**config.mk**
```make
export PLATFORM = sky130hd
export DESIGN_NAME = uart_irq_status
export DESIGN_NICKNAME = d
export VERILOG_FILES = /design/src/rtl/uart_irq_pkg.sv /design/src/rtl/irq_pin_sync.sv /design/src/rtl/irq_sticky_flag.sv /design/src/rtl/irq_mask_reg.sv /design/src/rtl/uart_irq_status.sv
export SDC_FILE = /design/constraint.sdc
export NUM_CORES = 1
export LEC_CHECK = 0
export BUFFER_PORTS_ARGS = -buffer_cell sky130_fd_sc_hd__buf_2
export CORE_ASPECT_RATIO = 1.1
export CORE_MARGIN = 2
export CORE_UTILIZATION = 30
export CTS_CLUSTER_DIAMETER = 150
export DETAILED_ROUTE_END_ITERATION = 8
export GPL_TIMING_DRIVEN = 0
export PLACE_DENSITY = 0.56
export SLEW_MARGIN = 20
export SYNTH_ARGS = -nofsm -noshare
export SYNTH_HDL_FRONTEND = slang
export SYNTH_SLANG_ARGS = --single-unit
export TNS_END_PERCENT = 5
```
**constraint.sdc**
```tcl
create_clock -name clk -period 2.3 [get_ports clk]
set_input_delay 0.575 -clock clk [delete_from_list [all_inputs] [get_ports clk]]
set_output_delay 0.575 -clock clk [all_outputs]
set_load 0.03 [all_outputs]
```
**src/rtl/uart_irq_pkg.sv**
```systemverilog
package uart_irq_pkg;
   localparam int unsigned STAT_W      = 8;
   localparam int unsigned POS_MPI_CHG = 7;
   localparam int unsigned POS_MPI_LVL = 6;
   localparam int unsigned POS_SPARE   = 5;
   localparam int unsigned POS_CNT     = 4;
   localparam int unsigned POS_BRK     = 3;
   localparam int unsigned POS_RX      = 2;
   localparam int unsigned POS_TXE     = 1;
   localparam int unsigned POS_TXR     = 0;
endpackage

```
**src/rtl/irq_pin_sync.sv**
```systemverilog
module irq_pin_sync #(
   parameter int unsigned STAGES = 2
) (
   input  logic clk,
   input  logic rst_n,
   input  logic pin_i,
   output logic lvl_o,
   output logic chg_o
);
   localparam int unsigned TOP = STAGES - 1;

   logic [STAGES-1:0] chain_q;
   logic              hist_q;

   generate
      if (STAGES < 2) begin : g_bad
         $error("irq_pin_sync: STAGES must be at least 2");
      end
      for (genvar s = 0; s < STAGES; s++) begin : g_stage
         if (s == 0) begin : g_first
            always_ff @(posedge clk or negedge rst_n) begin
               if (!rst_n) chain_q[s] <= 1'b0;
               else        chain_q[s] <= pin_i;
            end
         end else begin : g_next
            always_ff @(posedge clk or negedge rst_n) begin
               if (!rst_n) chain_q[s] <= 1'b0;
               else        chain_q[s] <= chain_q[s-1];
            end
         end
      end
   endgenerate

   always_ff @(posedge clk or negedge rst_n) begin
      if (!rst_n) hist_q <= 1'b0;
      else        hist_q <= chain_q[TOP];
   end

   assign lvl_o = chain_q[TOP];
   assign chg_o = chain_q[TOP] ^ hist_q;
endmodule

```
**src/rtl/irq_sticky_flag.sv**
```systemverilog
module irq_sticky_flag (
   input  logic clk,
   input  logic rst_n,
   input  logic set_i,
   input  logic clr_i,
   output logic q_o
);
   always_ff @(posedge clk or negedge rst_n) begin
      if (!rst_n)     q_o <= 1'b0;
      else if (set_i) q_o <= 1'b1;
      else if (clr_i) q_o <= 1'b0;
   end
endmodule

```
**src/rtl/irq_mask_reg.sv**
```systemverilog
module irq_mask_reg #(
   parameter int unsigned       W       = 8,
   parameter logic [W-1:0]      RST_VAL = '0
) (
   input  logic         clk,
   input  logic         rst_n,
   input  logic         wr_en_i,
   input  logic [W-1:0] wr_data_i,
   output logic [W-1:0] q_o
);
   always_ff @(posedge clk or negedge rst_n) begin
      if (!rst_n)       q_o <= RST_VAL;
      else if (wr_en_i) q_o <= wr_data_i;
   end
endmodule

```
**src/rtl/uart_irq_status.sv**
```systemverilog
module uart_irq_status
   import uart_irq_pkg::*;
#(
   parameter int unsigned SYNC_STAGES = 2,
   parameter bit          IRQ_REG     = 1'b0
) (
   input  logic              clk,
   input  logic              rst_n,
   input  logic              mpi_pin,
   input  logic              brk_edge_evt,
   input  logic              cnt_rdy,
   input  logic              rx_rdy_full,
   input  logic              tx_empty,
   input  logic              tx_rdy,
   input  logic              clr_mpi_chg,
   input  logic              clr_brk_chg,
   input  logic              stat_rd_start,
   input  logic              mask_wr_en,
   input  logic [STAT_W-1:0] mask_wr_data,
   output logic [STAT_W-1:0] stat_rdata,
   output logic [STAT_W-1:0] mask_rdata,
   output logic              irq_n
);
   localparam int unsigned N_MIRROR = 4;
   localparam int unsigned MIRROR_POS [N_MIRROR] = '{POS_CNT, POS_RX, POS_TXE, POS_TXR};

   logic                sync_lvl, sync_chg;
   logic                mpi_chg_q, brk_chg_q, mpi_lvl_q;
   logic [N_MIRROR-1:0] mir_d, mir_q;
   logic [STAT_W-1:0]   stat_w, hit_w;

   irq_pin_sync #(.STAGES(SYNC_STAGES)) u_sync (
      .clk(clk), .rst_n(rst_n), .pin_i(mpi_pin), .lvl_o(sync_lvl), .chg_o(sync_chg)
   );

   irq_sticky_flag u_mpi_flag (
      .clk(clk), .rst_n(rst_n), .set_i(sync_chg), .clr_i(clr_mpi_chg), .q_o(mpi_chg_q)
   );

   irq_sticky_flag u_brk_flag (
      .clk(clk), .rst_n(rst_n), .set_i(brk_edge_evt), .clr_i(clr_brk_chg), .q_o(brk_chg_q)
   );

   always_ff @(posedge clk or negedge rst_n) begin
      if (!rst_n)             mpi_lvl_q <= 1'b0;
      else if (stat_rd_start) mpi_lvl_q <= sync_lvl;
   end

   assign mir_d = {cnt_rdy, rx_rdy_full, tx_empty, tx_rdy};

   always_ff @(posedge clk or negedge rst_n) begin
      if (!rst_n) mir_q <= '0;
      else        mir_q <= mir_d;
   end

   irq_mask_reg #(.W(STAT_W), .RST_VAL('0)) u_mask (
      .clk(clk), .rst_n(rst_n), .wr_en_i(mask_wr_en), .wr_data_i(mask_wr_data), .q_o(mask_rdata)
   );

   always_comb begin
      stat_w              = '0;
      stat_w[POS_MPI_CHG] = mpi_chg_q;
      stat_w[POS_MPI_LVL] = mpi_lvl_q;
      stat_w[POS_BRK]     = brk_chg_q;
      for (int i = 0; i < N_MIRROR; i++) begin
         stat_w[MIRROR_POS[i]] = mir_q[N_MIRROR-1-i];
      end
      stat_w[POS_SPARE]   = 1'b0;
   end

   assign stat_rdata = stat_w;
   assign hit_w      = stat_w & mask_rdata;

   generate
      if (IRQ_REG) begin : g_irq_ff
         always_ff @(posedge clk or negedge rst_n) begin
            if (!rst_n) irq_n <= 1'b1;
            else        irq_n <= ~|hit_w;
         end
      end else begin : g_irq_comb
         assign irq_n = ~|hit_w;
      end
   endgenerate
endmodule

```
==> metrics.txt, run 1 <==
Synth Area in Adders=0%; post_cts resized=0; Yosys reg bits=18; TritonCTS buffer count=3; leak pwr=roughly 0.46 nW; gr ovfl total=0; skew final=between 0.0002 and 0.00025 ns; Post-Synth XOR/XNOR Area=under 10%; Starting Density=around a third; RSZ-0062 raised after global routing=false; Power per Cell Area=around 760 nW/µm²; number of I/O pins=37; number of setup buffers added after CTS=0; CP endpoint kind=output port; CP max FO=3; main combinational cell family by area after synthesis=multiplexers; Post-DP Area=857 µm²; latest clock arrival within the worst-skew pair=roughly 0.28 ns; vias in the first global route=~410; area leader, netlist=dfrtp_1; Place WS=about 0.58 ns; utilization after layout=about 44%; Synth Area in Compound Gates=around 6%; routed length per placed instance=between 10 and 15 µm; leading cell types in the layout, fill and taps excluded=buf_2 (35), dfrtp_1 (18), mux2_2 (9), buf_4 (4), clkbuf_4 (3); Crit path arrival time=approximately 1.4 ns; Hold Crit Class=in -> async; # hold bufs at CTS=0; clock transition at the registers of the reported paths=0.10 ns; VDD IR-drop max=between 0.0003 and 0.0004 V; max_cap viols=0; 1st-pass router iterations=4; clock period minus worst slack=2.00 ns; Avg Cell Area, Syn=about 16 µm²; Routed Wire Length=about 1.2 mm; final setup fails=0; Root Buffer=clkbuf_4; gr usage total=10.4%; Synth Net Count=between 60 and 70; Yosys cell types=12; Crit Path Category=reg -> out; clk sinks=18; top cell type's share of synthesized area=a little under 70%; first-pass GRT wire length=1.91 mm; Finished Cell Area=around 900 µm²; core area=between 2000 and 2500 µm²; Fillers=between 150 and 200; die area=approximately 2600 µm²; Setup TNS=0 ns; Area Growth Syn to Fin=37.0%; status=completed; Critical Path RT=~1.7 ns; worst setup path start=u_brk_flag.q_o; port bufs=34; post-synthesis sequential area ratio=between 60% and 70%; Final Cycle Share=between 80 and 90%; antenna violations before repair=0; Detail Route Antenna Nets=0; Post-Syn Area=652 µm²; worst setup margin=roughly 0.30 ns; Yosys Warn Count=0; Worst setup SP type=register; Via density=4.22; Max clock buf depth=2; GP Congestion=about 0.60; total design power=0.682 mW; n_diodes=0; DR iter-0 viols=4; simple-gate portion of the synthesized area=0.960%; mux cell area share after synthesis=approximately 16%; post-DP HPWL=roughly 950 µm; layout cells sized above 1=around two thirds; largest net degree at the start of global routing=19; Syn Inst Count=42; CTS tree=done; commonest non-fill, non-tap cell in the layout=buf_2; final hold viol count=0; routed vias=between 400 and 500; synth top area cells=dfrtp_1 (69%), mux2_2 (16%), buf_4 (4.6%); Site Rows=17; Die W=between 40 and 50 µm; R2R Path Start=u_sync.lvl_o; DIE HEIGHT=52.9 µm; top achievable clock speed=500 MHz; max-slew violations=0; remaining routing DRC violations=0; # nets final=between 100 and 150; H-tree lvl count=1
==> power breakdown <==
group	total (mW)	internal [mW]	switching (mW)
registers	0.359	0.342	0.0169
clock network	0.186	0.0962	0.0899
logic	0.137	0.0556	0.0818
==> sequential cells by signal (all words and copies together) (netlist names) <==
name            cells
u_sync.hist_q       1
mir_q               4
u_brk_flag.q_o      1
u_sync.chain_q      1
u_sync.lvl_o        1
u_mpi_flag.q_o      1
mpi_lvl_q           1
u_mask.q_o          8
==> layout make-up <==
class | count | area [µm²] | area share [%]
tap | 28 | 35.0 | 3.92
buffer | 5 | 35.0 | 3.92
clock buffer | 4 | 36.3 | 4.06
inverter | 2 | 7.51 | 0.840
multi-input combinational | 17 | 159 | 17.8
timing repair buffer | 34 | 170 | 19.0
sequential | 18 | 450 | 50.4
==> per-layer routing <==
metal  vias up  global-route usage (%)  share of wire [%]
met1       219                    12.4                 45
met5         -                       0                  0
met4         0                    8.57                1.3
li1        213                       -                  -
met3         2                    3.39                9.1
met2        22                    15.3                 45
==> worst max-delay path: stages, from the launching register on <==
cell and delay [ns]:
dfrtp_1 0.41, a222oi_1 0.35, and3_1 0.20, buf_2 0.19
==> final timing paths <==
kind                            cells after the start             end  slack (ns)
worst max-delay path                                3           irq_n        0.30
worst min-delay path                                1  u_brk_flag.q_o        0.20
worst max register to register                      1       mpi_lvl_q        1.51
worst min register to register                      0    u_sync.lvl_o        0.36
max in group asynchronous                           1       mpi_lvl_q        1.83
min in group clk                                    0    u_sync.lvl_o        0.36
==> cell usage after synthesis <==
master and count:
xnor2_1 1, a222oi_1 1, and3_1 1, conb_1 1, o21ai_0 1, buf_2 1
dfrtp_1 18, inv_1 2, buf_4 4, mux2_2 9, a22oi_1 2, a21o_2 1
==> kinds of logic after synthesis <==
kind of cell    count (synthesis)
compound gates                  5
xor+xnor                        1
buf+inv                         7
flops                          18
mux                             9
other cells                     1
simple gates                    1
==> per-stage QoR <==
| stage | instances | hold slack [ns] |
|---|---|---|
| 6_report | 108 | 0.198 |
| 5_1_grt | 108 | 0.218 |
| 4_1_cts | 108 | 0.203 |
| 3_5_place_dp | 104 | 0.344 |
| 3_3_place_gp | 104 | 0.332 |
| 2_1_floorplan | 42 | 0.279 |
Power figures use the tool's default switching activity.
==> run 2, diff against run 1 <==
Settings changed: CORE_UTILIZATION 30 to 39, CTS_BUF_LIST set to sky130_fd_sc_hd__clkbuf_4 sky130_fd_sc_hd__clkbuf_8, PLACE_DENSITY 0.56 to 0.73.
Clock period 2.3 ns to 1.7 ns, I/O delays scaled along.
==> metrics.txt, run 2 (synthesis gave the netlist of run 1 again) <==
worst setup margin=-0.110 ns (was 0.300 ns); Root Buffer=clkbuf_4 (unchanged); Crit path arrival time=1.38 ns (was 1.43 ns); port bufs=34 (unchanged); die area=2010 µm² (was 2560 µm²); Via density=4.85 (was 4.22); Worst setup SP type=register (unchanged); Detail Route Antenna Nets=0 (unchanged); latest clock arrival within the worst-skew pair=0.28 ns (about the same); utilization after layout=55.3% (was 44.2%); commonest non-fill, non-tap cell in the layout=buf_2 (unchanged); max-slew violations=0 (unchanged); max_cap viols=0 (unchanged); DR iter-0 viols=8 (was 4); number of I/O pins=37 (unchanged); failing checks=negative setup slack; VDD IR-drop max=0.000539 V (was 0.000321 V); clk sinks=18 (unchanged); Worst R2R Path Depth=1 (unchanged); CTS tree=done (unchanged); Place WS=0.130 ns (was 0.576 ns); post-DP HPWL=913 µm (was 954 µm); core area=1580 µm² (was 2020 µm²); gr ovfl total=0 (unchanged); first-pass GRT wire length=1.86 mm (was 1.91 mm); CP endpoint kind=output port (unchanged); Die W=43.0 µm (was 48.4 µm); biggest regs=u_mask.q_o: 8 flops, mir_q: 4 flops (unchanged); layout cells sized above 1=65.8% (was 66.3%); Largest register FFs=8 (unchanged); # nets final=101 (unchanged); gr usage total=13.1% (was 10.4%); leading cell types in the layout, fill and taps excluded=buf_2 (34), dfrtp_1 (18), mux2_2 (9), buf_4 (4), clkbuf_4 (3) (was buf_2 (35), dfrtp_1 (18), mux2_2 (9), buf_4 (4), clkbuf_4 (3)); status=finished with violations (was completed); H-tree lvl count=1 (unchanged); 1st-pass router iterations=4 (unchanged); Post-DP Area=843 µm² (was 857 µm²); Power per Cell Area=993 nW/µm² (was 763 nW/µm²); Routed Wire Length=1.14 mm (was 1.21 mm); Reg area=450 µm² (unchanged); final setup fails=1 (was 0); RSZ-0062 raised after global routing=true (was false); antenna violations before repair=0 (unchanged); Crit Path Category=reg -> out (unchanged); largest net degree at the start of global routing=19 (unchanged); leak pwr=0.453 nW (was 0.459 nW); routed length per placed instance=11.9 µm (was 11.2 µm); Site Rows=15 (was 17); Fillers=151 (was 199); Hold Crit Class=in -> async (unchanged); skew final=0.000235 ns (was 0.000219 ns); top achievable clock speed=about 550 MHz; Biggest register=u_mask.q_o (unchanged); # hold bufs at CTS=0 (unchanged); Critical Path RT=1.27 ns (was 1.73 ns); final hold viol count=0 (unchanged); clock period minus worst slack=~1.8 ns; Setup TNS=-0.110 ns (was 0 ns); remaining routing DRC violations=0 (unchanged); routed vias=466 (was 456); TritonCTS buffer count=3 (unchanged); CP max FO=3 (unchanged); Max clock buf depth=2 (unchanged); GP Congestion=0.638 (was 0.598); clock transition at the registers of the reported paths=0.09 ns (was 0.10 ns); vias in the first global route=424 (was 414); n_diodes=0 (unchanged); Finished Cell Area=872 µm² (was 893 µm²); area of the multi-input gates=159 µm² (unchanged); Hold WS=0.0573 ns (was 0.198 ns); DIE HEIGHT=46.9 µm (was 52.9 µm); Final Cycle Share=106%; Starting Density=41.3% (was 32.3%); Area Growth Syn to Fin=33.8% (was 37.0%)
-- run 2: cell types whose count changed in the layout (fill, tap and decap cells not counted) --
cell      previous run  this run
buf_2               35        34
clkbuf_8             1         0
buf_6                0         1
-- run 2: area by class of cell --
type / instances / area share (%)
Inverter: 2 / 0.861
Tap cell: 17 / 2.44
Sequential cell: 18 / 51.6
Buffer: 5 / 4.02
Multi-Input combinational cell: 17 / 18.2
Timing Repair Buffer: 34 / 20.2
Clock buffer: 3 / 2.58
-- run 2: through the flow --
stage | cells | total power [mW]
after floorplan | 42 | 0.611
after global placement | 93 | 0.677
after detailed placement | 93 | 0.683
after CTS | 96 | 0.882
after global routing | 96 | 0.916
final | 96 | 0.866
-- run 2: path summary, 6_finish.rpt --
check	from	end	slack, ns
max	u_mask.q_o[3]	irq_n	-0.11
min	rst_n	mir_q[3]	0.06
max reg2reg	u_sync.lvl_o	mpi_lvl_q	0.92
min reg2reg	u_sync.chain_q[0]	u_sync.lvl_o	0.36
max in group asynchronous	rst_n	u_brk_flag.q_o	1.37
min in group clk	tx_rdy	mir_q[0]	0.24
-- run 2: power by group --
group          leakage, nW  switching [mW]  internal, mW  total, mW
clock               0.0138           0.111        0.0821      0.193
sequential           0.208          0.0227         0.462      0.485
combinational        0.231           0.111        0.0780      0.189
-- run 2: per-layer routing --
| layer | track usage, % | vias up | routed length, µm |
|---|---|---|---|
| li1 | - | 213 | - |
| met1 | 17.1 | 227 | 449 |
| met2 | 19.7 | 24 | 573 |
| met3 | 3.08 | 2 | 109 |
| met4 | 9.09 | 0 | 10 |
| met5 | 0 | - | 0 |
-- run 2: what timing repair did --
item | 4_1_cts | 5_1_grt
gates resized for setup | 2 | 0
pin swaps | 2 | 0
buffers inserted | 0 | 0
endpoints found under the setup margin | 1 | 1
-- run 2: worst max-delay path, cell delays in order (launching register included) --
cell,delay [ns]
dfrtp_1,0.40
a222oi_1,0.35
and3_1,0.22
buf_6,0.13
==> run 3, diff against run 2 <==
Settings changed: CORE_UTILIZATION 39 to 40, PLACE_DENSITY 0.73 to 0.74, SYNTH_HIERARCHICAL set to 1.
==> metrics.txt, run 3 <==
status=finished with violations (unchanged); failing checks=negative setup slack (unchanged); Fillers=139 (was 151); Worst R2R Path Depth=2 (was 1); clk sinks=18 (unchanged); clock period minus worst slack=1.78 ns (was 1.81 ns); GP Congestion=0.613 (was 0.638); remaining routing DRC violations=0 (unchanged); Finished Cell Area=938 µm² (was 872 µm²); Max clock buf depth=2 (unchanged); port bufs=34 (unchanged); VDD IR-drop max=0.000516 V (was 0.000539 V); Post-DP Area=881 µm² (was 843 µm²); top achievable clock speed=563 MHz (was 553 MHz); TritonCTS buffer count=3 (unchanged); worst setup path start=u_mpi_flag/q_o (was u_mask.q_o[3]); utilization after layout=58.8% (was 55.3%); commonest non-fill, non-tap cell in the layout=buf_2 (unchanged); number of I/O pins=37 (unchanged); area of the multi-input gates=190 µm² (was 159 µm²); Post-synth EDFFs=0 (unchanged); vias in the first global route=448 (was 424); first-pass GRT wire length=1.90 mm (was 1.86 mm); count leader, synth=dfrtp_1 (unchanged); Root Buffer=clkbuf_4 (unchanged); routed length per placed instance=12.9 µm (was 11.9 µm); post-synthesis sequential area ratio=65.3% (was 69.1%); 1st-pass router iterations=5 (was 4); antenna violations before repair=0 (unchanged); leading cell types in the layout, fill and taps excluded=buf_2 (33), dfrtp_1 (18), mux2_4 (8), buf_4 (6), clkbuf_4 (3) (was buf_2 (34), dfrtp_1 (18), mux2_2 (9), buf_4 (4), clkbuf_4 (3)); n_diodes=0 (unchanged); latest clock arrival within the worst-skew pair=0.28 ns (about the same); r2r setup slk=0.82 ns (was 0.92 ns); routed vias=462 (was 466); Crit Path Category=reg -> out (unchanged); H-tree lvl count=1 (unchanged); Hold Crit Class=in -> async (unchanged); max-slew violations=0 (unchanged); Worst setup SP type=register (unchanged); Hold WS=0.0449 ns (was 0.0573 ns); R2R Path Start=u_mask/q_o[7] (was u_sync.lvl_o); DIE HEIGHT=47.5 µm (was 46.9 µm); Power per Cell Area=1020 nW/µm² (was 993 nW/µm²); Detail Route Antenna Nets=0 (unchanged); layout cells sized above 1=65.9% (was 65.8%); gr usage total=13.0% (was 13.1%); core area=1600 µm² (was 1580 µm²); switch share=27.8% (was 28.2%); Largest register FFs=8 (unchanged); worst setup margin=-0.0769 ns (was -0.110 ns); Area Growth Syn to Fin=36.1% (was 33.8%); Post-Syn Area=689 µm² (was 652 µm²); max_cap viols=0 (unchanged); largest net degree at the start of global routing=19 (unchanged); Die W=43.6 µm (was 43.0 µm); Crit path arrival time=1.35 ns (was 1.38 ns); Reg area=450 µm² (unchanged); top_reg_cell synth=dfrtp_1 (unchanged); Yosys Warn Count=6 (was 0); CTS tree=done (unchanged); gr ovfl total=0 (unchanged); clock transition at the registers of the reported paths=0.10 ns (was 0.09 ns); Final Cycle Share=105% (was 106%); Setup TNS=-0.0769 ns (was -0.110 ns); area leader, netlist=dfrtp_1 (unchanged); Routed Wire Length=1.28 mm (was 1.14 mm); Yosys cell types=12 (unchanged); Yosys reg bits=18 (unchanged); placed insts=93 (unchanged); skew final=0.000251 ns (was 0.000235 ns); CP max FO=2 (was 3); DR iter-0 viols=8 (unchanged); end point of the critical path=irq_n (unchanged); Avg Cell Area, Syn=16.4 µm² (was 15.5 µm²); async set-reset flop share out of synthesis=100% (unchanged); Psw=0.265 mW (was 0.244 mW); synth top area cells=dfrtp_1 (65%), mux2_4 (17%), buf_4 (4.4%) (was dfrtp_1 (69%), mux2_2 (16%), buf_4 (4.6%)); clock network fraction of total power=26.6% (was 22.2%); Biggest register=u_mask/q_o (was u_mask.q_o); final setup fails=1 (unchanged); Via density=4.67 (was 4.85); Synth Net Count=62 (unchanged); R2R Path End=u_mask/q_o[7] (was mpi_lvl_q); Site Rows=15 (unchanged); Reg power frac=50.9% (was 56.0%); biggest regs=u_mask/q_o: 8 flops, mir_q: 4 flops (was u_mask.q_o: 8 flops, mir_q: 4 flops); leak pwr=0.511 nW (was 0.453 nW); post-DP HPWL=987 µm (was 913 µm); RSZ-0062 raised after global routing=true (unchanged); top cell type's share of synthesized area=65.3% (was 69.1%); Gate power share=22.5% (was 21.8%); Synth top cells by count=dfrtp_1 (18), mux2_4 (8), buf_4 (4) (was dfrtp_1 (18), mux2_2 (9), buf_4 (4)); Syn Inst Count=42 (unchanged); Layout Cells excl Fill=99 (was 96); CP endpoint kind=output port (unchanged); die area=2070 µm² (was 2010 µm²); Starting Density=43.2% (was 41.3%); Internal=0.690 mW (was 0.622 mW); # nets final=103 (was 101); Critical Path RT=1.27 ns (about the same); final hold viol count=0 (unchanged)
-- run 3: how the worst min path moves through the flow --
| stage | depth (start not counted) | endpoint | slack, ns |
|---|---|---|---|
| 2_1_floorplan | 0 | mir_q[0] | 0.13 |
| 3_5_place_dp | 0 | u_sync/lvl_o | 0.34 |
| 5_1_grt | 1 | u_mask/q_o[7] | 0.06 |
| 3_3_place_gp | 0 | u_sync/lvl_o | 0.33 |
| 6_report | 1 | u_mask/q_o[5] | 0.04 |
| 4_1_cts | 1 | u_mask/q_o[5] | 0.05 |
-- run 3: repair_timing --
action	CTS	global route
setup endpoints to repair	1	1
resized for setup	2	0
gates cloned	0	0
hold buffers	0	0
setup buffers	2	0
pin swaps	2	0
-- run 3: critical path: stages (launching register included) --
cell      delay (ns)
dfrtp_1         0.41
a222oi_1        0.31
and3_1          0.22
buf_6           0.13
-- run 3: stage by stage --
| step | power, mW | worst slack [ns] |
|---|---|---|
| after global routing | 1.01 | -0.175 |
| final | 0.955 | -0.0769 |
| after global placement | 0.694 | 0.191 |
| after floorplan | 0.627 | 0.116 |
| after detailed placement | 0.701 | 0.183 |
| after CTS | 0.973 | -0.0988 |
-- run 3: cells by family (layout without fill, tap and decap cells) --
group | count (synthesis) | after routing | share of synthesized area [%]
DFF | 18 | 18 | 65.3
AOI/OAI and AO/OA | 5 | 5 | 5.81
xor gates and xnor gates | 1 | 1 | 1.27
and+or+nand+nor | 1 | 1 | 0.908
other | 1 | 1 | 0.544
muxes | 9 | 9 | 19.1
buffers and inverters | 7 | 47 | 7.08
-- run 3: final cells by class --
class	instances	share of cell area (%)
timing repair buffer	36	20.4
inverter	2	0.800
tap	17	2.27
multi-input combinational	17	20.3
buffer	5	4.40
clock buffer	4	3.87
sequential	18	48.0
-- run 3: per-layer routing --
layer | share of wire (%) | GRT usage (%) | vias to the layer above
met4 | 0 | 7.27 | 0
met3 | 8.1 | 3.02 | 0
met2 | 51 | 21.5 | 25
met5 | 0 | 0 | -
li1 | - | - | 218
met1 | 41 | 16.1 | 219
-- run 3: power groups by stage --
stage	Clock (mW)	Combinational [mW]	Sequential [mW]
after floorplan	0	0.0869	0.540
after global placement	0	0.201	0.493
after detailed placement	0	0.204	0.497
after CTS	0.269	0.217	0.487
after global routing	0.286	0.228	0.492
final	0.254	0.215	0.486
